$ cat src/rtl/isq_pkg.sv
`timescale 1ns/1ps
package isq_pkg;

    localparam int unsigned INSTR_W = 16;
    localparam int unsigned OPC_HI  = 15;
    localparam int unsigned OPC_LO  = 10;
    localparam int unsigned OPC_W   = OPC_HI - OPC_LO + 1;

    // Accept cycle plus the registered strobe delay are not counted down
    localparam int unsigned PIPE_BIAS = 3;

    localparam logic [OPC_W-1:0] OPC_LOAD  = 6'b000001;
    localparam logic [OPC_W-1:0] OPC_STORE = 6'b000010;
    localparam logic [OPC_W-1:0] OPC_ADD   = 6'b000011;
    localparam logic [OPC_W-1:0] OPC_SUB   = 6'b000100;
    localparam logic [OPC_W-1:0] OPC_MUL   = 6'b000101;
    localparam logic [OPC_W-1:0] OPC_JUMP  = 6'b001000;

    typedef enum logic [2:0] {
        K_OTHER = 3'd0,
        K_JUMP  = 3'd1,
        K_LOAD  = 3'd2,
        K_STORE = 3'd3,
        K_ADD   = 3'd4,
        K_SUB   = 3'd5,
        K_MUL   = 3'd6
    } op_kind_e;

    typedef enum logic [1:0] {
        SRC_MEM    = 2'd0,
        SRC_ADDSUB = 2'd1,
        SRC_MULT   = 2'd2,
        SRC_NONE   = 2'd3
    } acc_src_e;

    typedef struct packed {
        logic     acc_we;
        logic     flag_we;
        acc_src_e src;
    } wb_ctrl_t;

    function automatic op_kind_e classify(input logic [OPC_W-1:0] opc);
        op_kind_e k;
        unique case (opc)
            OPC_LOAD:  k = K_LOAD;
            OPC_STORE: k = K_STORE;
            OPC_ADD:   k = K_ADD;
            OPC_SUB:   k = K_SUB;
            OPC_MUL:   k = K_MUL;
            OPC_JUMP:  k = K_JUMP;
            default:   k = K_OTHER;
        endcase
        return k;
    endfunction

    function automatic wb_ctrl_t wb_for(input op_kind_e k);
        wb_ctrl_t w;
        w = '{acc_we: 1'b0, flag_we: 1'b0, src: SRC_NONE};
        case (k)
            K_LOAD:       w = '{acc_we: 1'b1, flag_we: 1'b0, src: SRC_MEM};
            K_ADD, K_SUB: w = '{acc_we: 1'b1, flag_we: 1'b1, src: SRC_ADDSUB};
            K_MUL:        w = '{acc_we: 1'b1, flag_we: 1'b0, src: SRC_MULT};
            default:      w = '{acc_we: 1'b0, flag_we: 1'b0, src: SRC_NONE};
        endcase
        return w;
    endfunction

endpackage

$ cat src/rtl/isq_decode.sv
`timescale 1ns/1ps
module isq_decode
    import isq_pkg::*;
#(
    parameter int unsigned CNT_W     = 3,
    parameter int unsigned LAT_JUMP  = 3,
    parameter int unsigned LAT_MEM   = 4,
    parameter int unsigned LAT_ALU   = 3,
    parameter int unsigned LAT_MUL   = 6,
    parameter int unsigned LAT_OTHER = 3
) (
    input  logic [OPC_W-1:0] opc_i,
    output op_kind_e         kind_o,
    output logic [CNT_W-1:0] preset_o
);

    // Counter preset = budget minus the cycles spent outside the count
    localparam logic [CNT_W-1:0] PRE_JUMP  = CNT_W'(LAT_JUMP  - PIPE_BIAS);
    localparam logic [CNT_W-1:0] PRE_MEM   = CNT_W'(LAT_MEM   - PIPE_BIAS);
    localparam logic [CNT_W-1:0] PRE_ALU   = CNT_W'(LAT_ALU   - PIPE_BIAS);
    localparam logic [CNT_W-1:0] PRE_MUL   = CNT_W'(LAT_MUL   - PIPE_BIAS);
    localparam logic [CNT_W-1:0] PRE_OTHER = CNT_W'(LAT_OTHER - PIPE_BIAS);

    op_kind_e kind;

    always_comb begin
        kind = classify(opc_i);
    end

    always_comb begin
        case (kind)
            K_JUMP:           preset_o = PRE_JUMP;
            K_LOAD, K_STORE:  preset_o = PRE_MEM;
            K_ADD, K_SUB:     preset_o = PRE_ALU;
            K_MUL:            preset_o = PRE_MUL;
            default:          preset_o = PRE_OTHER;
        endcase
    end

    assign kind_o = kind;

endmodule

$ cat src/rtl/isq_counter.sv
`timescale 1ns/1ps
module isq_counter #(
    parameter int unsigned CNT_W = 3
) (
    input  logic             clk,
    input  logic             rst,
    input  logic             load_i,
    input  logic [CNT_W-1:0] preset_i,
    input  logic             run_i,
    output logic             term_o
);

    localparam logic [CNT_W-1:0] CNT_ZERO = '0;
    localparam logic [CNT_W-1:0] CNT_ONE  = CNT_W'(1);

    logic [CNT_W-1:0] cnt_q;

    always_ff @(posedge clk) begin
        if (rst) begin
            cnt_q <= CNT_ZERO;
        end else if (load_i) begin
            cnt_q <= preset_i;
        end else if (run_i && (cnt_q != CNT_ZERO)) begin
            cnt_q <= cnt_q - CNT_ONE;
        end
    end

    // Decoded terminal condition, qualified by an active instruction
    assign term_o = run_i && (cnt_q == CNT_ZERO);

endmodule

$ cat src/rtl/isq_wb_ctrl.sv
`timescale 1ns/1ps
module isq_wb_ctrl
    import isq_pkg::*;
(
    input  logic     clk,
    input  logic     rst,
    input  logic     accept_i,
    input  op_kind_e kind_i,
    input  logic     term_i,
    output logic     end_o,
    output logic     acc_we_o,
    output logic     flag_we_o,
    output acc_src_e src_o
);

    op_kind_e kind_q;
    logic     end_q;
    wb_ctrl_t wb;

    always_ff @(posedge clk) begin
        if (rst) begin
            kind_q <= K_OTHER;
        end else if (accept_i) begin
            kind_q <= kind_i;
        end
    end

    // Strobe registered one clock after the terminal count
    always_ff @(posedge clk) begin
        if (rst) begin
            end_q <= 1'b0;
        end else begin
            end_q <= term_i;
        end
    end

    always_comb begin
        wb = wb_for(kind_q);
    end

    assign end_o     = end_q;
    assign acc_we_o  = end_q & wb.acc_we;
    assign flag_we_o = end_q & wb.flag_we;
    assign src_o     = wb.src;

endmodule

$ cat src/rtl/instr_cycle_seq.sv
`timescale 1ns/1ps
module instr_cycle_seq
    import isq_pkg::*;
#(
    parameter int unsigned CNT_W     = 3,
    parameter int unsigned LAT_JUMP  = 3,
    parameter int unsigned LAT_MEM   = 4,
    parameter int unsigned LAT_ALU   = 3,
    parameter int unsigned LAT_MUL   = 6,
    parameter int unsigned LAT_OTHER = 3
) (
    input  logic        clk,
    input  logic        rst,
    input  logic [15:0] instr_i,
    input  logic        start_i,
    output logic        end_o,
    output logic        busy_o,
    output logic        acc_we_o,
    output logic        flag_we_o,
    output logic [1:0]  acc_sel_o
);

    logic             accept;
    logic             run_q;
    logic             term;
    logic             end_s;
    op_kind_e         kind_d;
    acc_src_e         src;
    logic [CNT_W-1:0] preset;
    logic             unused_operand;

    assign unused_operand = ^instr_i[OPC_LO-1:0];

    // New work only when fully idle (end cycle counts as busy)
    assign accept = start_i & ~busy_o;

    isq_decode #(
        .CNT_W    (CNT_W),
        .LAT_JUMP (LAT_JUMP),
        .LAT_MEM  (LAT_MEM),
        .LAT_ALU  (LAT_ALU),
        .LAT_MUL  (LAT_MUL),
        .LAT_OTHER(LAT_OTHER)
    ) u_decode (
        .opc_i   (instr_i[OPC_HI:OPC_LO]),
        .kind_o  (kind_d),
        .preset_o(preset)
    );

    always_ff @(posedge clk) begin
        if (rst) begin
            run_q <= 1'b0;
        end else if (accept) begin
            run_q <= 1'b1;
        end else if (term) begin
            run_q <= 1'b0;
        end
    end

    isq_counter #(
        .CNT_W(CNT_W)
    ) u_counter (
        .clk     (clk),
        .rst     (rst),
        .load_i  (accept),
        .preset_i(preset),
        .run_i   (run_q),
        .term_o  (term)
    );

    isq_wb_ctrl u_wb (
        .clk      (clk),
        .rst      (rst),
        .accept_i (accept),
        .kind_i   (kind_d),
        .term_i   (term),
        .end_o    (end_s),
        .acc_we_o (acc_we_o),
        .flag_we_o(flag_we_o),
        .src_o    (src)
    );

    assign end_o     = end_s;
    assign busy_o    = run_q | end_s;
    assign acc_sel_o = src;

endmodule

$ cat config.mk
export PLATFORM = sky130hd
export DESIGN_NAME = instr_cycle_seq
export DESIGN_NICKNAME = d
export VERILOG_FILES = /design/src/rtl/isq_pkg.sv /design/src/rtl/isq_decode.sv /design/src/rtl/isq_counter.sv /design/src/rtl/isq_wb_ctrl.sv /design/src/rtl/instr_cycle_seq.sv
export SDC_FILE = /design/constraint.sdc
export NUM_CORES = 1
export LEC_CHECK = 0
export BUFFER_PORTS_ARGS = -buffer_cell sky130_fd_sc_hd__buf_2
export CAP_MARGIN = 20
export CORE_AREA = 2 2 39 41
export CTS_CLUSTER_SIZE = 30
export DETAILED_ROUTE_END_ITERATION = 8
export DIE_AREA = 0 0 41 43
export PLACE_DENSITY_LB_ADDON = 0.1
export SLEW_MARGIN = 0
export SYNTH_ARGS = -nofsm -noshare
export SYNTH_HDL_FRONTEND = slang
export SYNTH_SLANG_ARGS = --single-unit
$ cat constraint.sdc
create_clock -name clk -period 1.8 [get_ports clk]
set_input_delay 0.09 -clock clk [delete_from_list [all_inputs] [get_ports clk]]
set_output_delay 0.09 -clock clk [all_outputs]
set_load 0.02 [all_outputs]
==> impl_metrics.json <==
{
  "cts_made_buffers": 3,
  "synthFlopType": "dfxtp_1",
  "ys_async_sr_fraction": 0,
  "wl_per_cell_um": 10.01,
  "relSlewSlack": 0.8420,
  "avgSynthCellArea_um2": 8.319,
  "register_area_um2": 160.2,
  "p_clk_frac": 0.316,
  "crit_slowest_cell": "dfxtp_1",
  "synth_top_area_cell": "dfxtp_1",
  "synthTopCellsByArea": "dfxtp_1 34%, nor2_1 7.1%, ha_1 5.3%",
  "yosysWarnings": 0,
  "path_cells": "inv_1 > ha_1 > ha_1 > and2b_2 > nor2_1 > a2111oi_2",
  "grt_max_degree": 10,
  "multi_input_area_um2": 291.5,
  "tns_ns": 0,
  "ys_seq_area_frac": 0.3377,
  "rsz0062_at_grt": "no",
  "fin_nets": 97,
  "power_frac_comb": 0.217,
  "drtAntennaViolNets": 0,
  "antenna_found_initial": 0,
  "syn_to_final_growth_pct": 24.54,
  "gp_congestion": 0.6814,
  "ir_drop_mv": 0.4589,
  "critPathLaunchType": "flop",
  "period_minus_slack_ns": 1.493,
  "initial_core_util": 0.3427,
  "core_um2": 1384,
  "crit_buf_inv": 1,
  "cp.arrival_ns": 1.64,
  "power.density_nw_per_um2": 691.5,
  "die_x_um": 41,
  "crit_path_end_kind": "flop",
  "p_int_uw": 299.3,
  "hp-class": "primary input to flop",
  "critPathMaxFanout": 6,
  "synthesis.nets": 78,
  "hpwl_um": 719.1,
  "wl_um": 901,
  "clk_pin_slew_worst_paths_ns": 0.05,
  "synth_area_um2": 474.2,
  "swShare": 0.2671,
  "hold_violations": 0,
  "skew_ns": 0.0007951,
  "grt.total_usage": 0.1318,
  "grt-ovfl-total": 0,
  "grt_first_pass_wirelength_mm": 1.566,
  "cts-hold-fix-buffers": 0,
  "switchingPower_uw": 109.1,
  "p_seq_frac": 0.467,
  "num_vias": 424,
  "synth.most_common_cell": "nor2_1",
  "p_leak_nw": 0.2391,
  "vias_per_cell": 4.711,
  "htreeDepth": 1,
  "cts_setup_buffers": 0,
  "cts_resized": 0,
  "yosysTopAreaCellShare": 0.3377,
  "status": "completed",
  "finalPower_uw": 408.4,
  "io_pins": 25,
  "grt_pass1_vias": 406,
  "drive_gt1_frac": 0.3649,
  "max_freq_mhz": 669.7,
  "setup_viol": 0,
  "clock-sinks": 8,
  "drv_slew": 0,
  "drc": 0,
  "antenna_cells": 0,
  "die_h_um": 43,
  "required_ns": 1.95,
  "synth_commonest_cells": "9 x nor2_1, 8 x dfxtp_1, 6 x nand2_1, 4 x a21oi_1, 4 x inv_1",
  "critical_path_depth": 6,
  "cpLargestDelayFamily": "adder cells",
  "worst_pin_slew_ns": 0.2365,
  "syn_inst": 57,
  "cts_tree": "yes",
  "n_fill_cell": 148,
  "hold_depth": 4,
  "cpMostUsedCell": "ha_1",
  "drtIter0Drc": 2,
  "synth-seq-cells": 8,
  "dieArea_um2": 1763,
  "maxCapViolations": 0,
  "io_buffers": 14,
  "crit_type": "flop to flop",
  "rows": 14,
  "finalCritPeriodShare": 0.8296,
  "synth.distinct_cells": 27,
  "hold_ws_ns": 0.1432,
  "clk-insertion-delay-late_ns": 0.24,
  "ff2ff_path_depth": 6,
  "dr.pass1.iters": 3,
  "clk_path_buf_depth": 2,
  "synth_edf_count": 0,
  "cts-root-buf": "clkbuf_4",
  "max_stage_delay_ns": 0.30
}
[state kept, by name, indices dropped and copies added, names as in the netlist]
register and count:
u_counter.cnt_q 3, u_wb.kind_q 3, run_q 1, u_wb.end_o 1
[layer usage]
layer	track usage	routed length, um
met4	0.04000	0
met3	0.06283	57
met1	0.1521	429
met5	0	0
met2	0.2063	414
[cell families after synthesis]
family                   Yosys count  share of synthesized area
AO/OA/AOI/OAI                     12                     0.1794
XOR/XNOR                           1                    0.01847
adder cells (fa/ha/maj)            2                    0.05276
buffers and inverters              6                    0.04747
flip-flops                         8                     0.3377
multiplexers                       1                    0.02375
AND/OR/NAND/NOR                   27                     0.3404
[cells in the final DEF, fill, tap and decap left out, drive strengths merged, types with 2 or more instances in the layout]
cell	netlist	layout
nor3b	3	3
buf	0	15
nand2b	2	2
nand2	6	6
inv	5	5
nor2	10	10
clkbuf	1	3
a21oi	4	4
nor3	2	2
nor2b	2	2
ha	2	2
dfxtp	8	8
[metrics by stage]
step	utilization	cell area (um^2)	instances	worst slack, ns
6_report	0.4268	590.6	90	0.3068
5_1_grt	0.4268	590.6	90	0.1751
4_1_cts	0.4268	590.6	90	0.2916
3_5_place_dp	0.4105	568.0	87	0.3064
3_3_place_gp	0.4105	568.0	87	0.3025
2_1_floorplan	-	474.2	57	0.3867
[power groups by stage]
stage	combinational [mW]	sequential [mW]	clock, mW
3_5_place_dp	0.0900	0.194	0
5_1_grt	0.102	0.191	0.149
3_3_place_gp	0.0902	0.194	0
6_report	0.0888	0.191	0.129
4_1_cts	0.0908	0.190	0.139
2_1_floorplan	0.0579	0.195	0
[layout make-up]
| cell class | instances | area share |
|---|---|---|
| Clock buffer | 3 | 0.03814 |
| Inverter | 5 | 0.03178 |
| Multi-Input combinational cell | 43 | 0.4936 |
| Sequential cell | 8 | 0.2712 |
| Tap cell | 16 | 0.03390 |
| Timing Repair Buffer | 15 | 0.1314 |
[worst min-delay path, cell delays in order]
cell and delay [ns]:
buf_2 0.08, nor3b_2 0.04, nand4_1 0.07, o2bb2ai_1 0.05
[path summary, 6_finish.rpt]
kind	slack [ns]	endpoint	from
worst max-delay path	0.31	u_counter.cnt_q[2]$_SDFFE_PP0P_	u_counter.cnt_q[0]$_SDFFE_PP0P_
worst min-delay path	0.14	u_wb.kind_q[0]$_SDFFE_PP0P_	instr_i[15]
worst max register to register	0.31	u_counter.cnt_q[2]$_SDFFE_PP0P_	u_counter.cnt_q[0]$_SDFFE_PP0P_
worst min register to register	0.46	u_wb.kind_q[0]$_SDFFE_PP0P_	u_wb.kind_q[0]$_SDFFE_PP0P_
No activity file was read; power rests on OpenSTA's default activity.
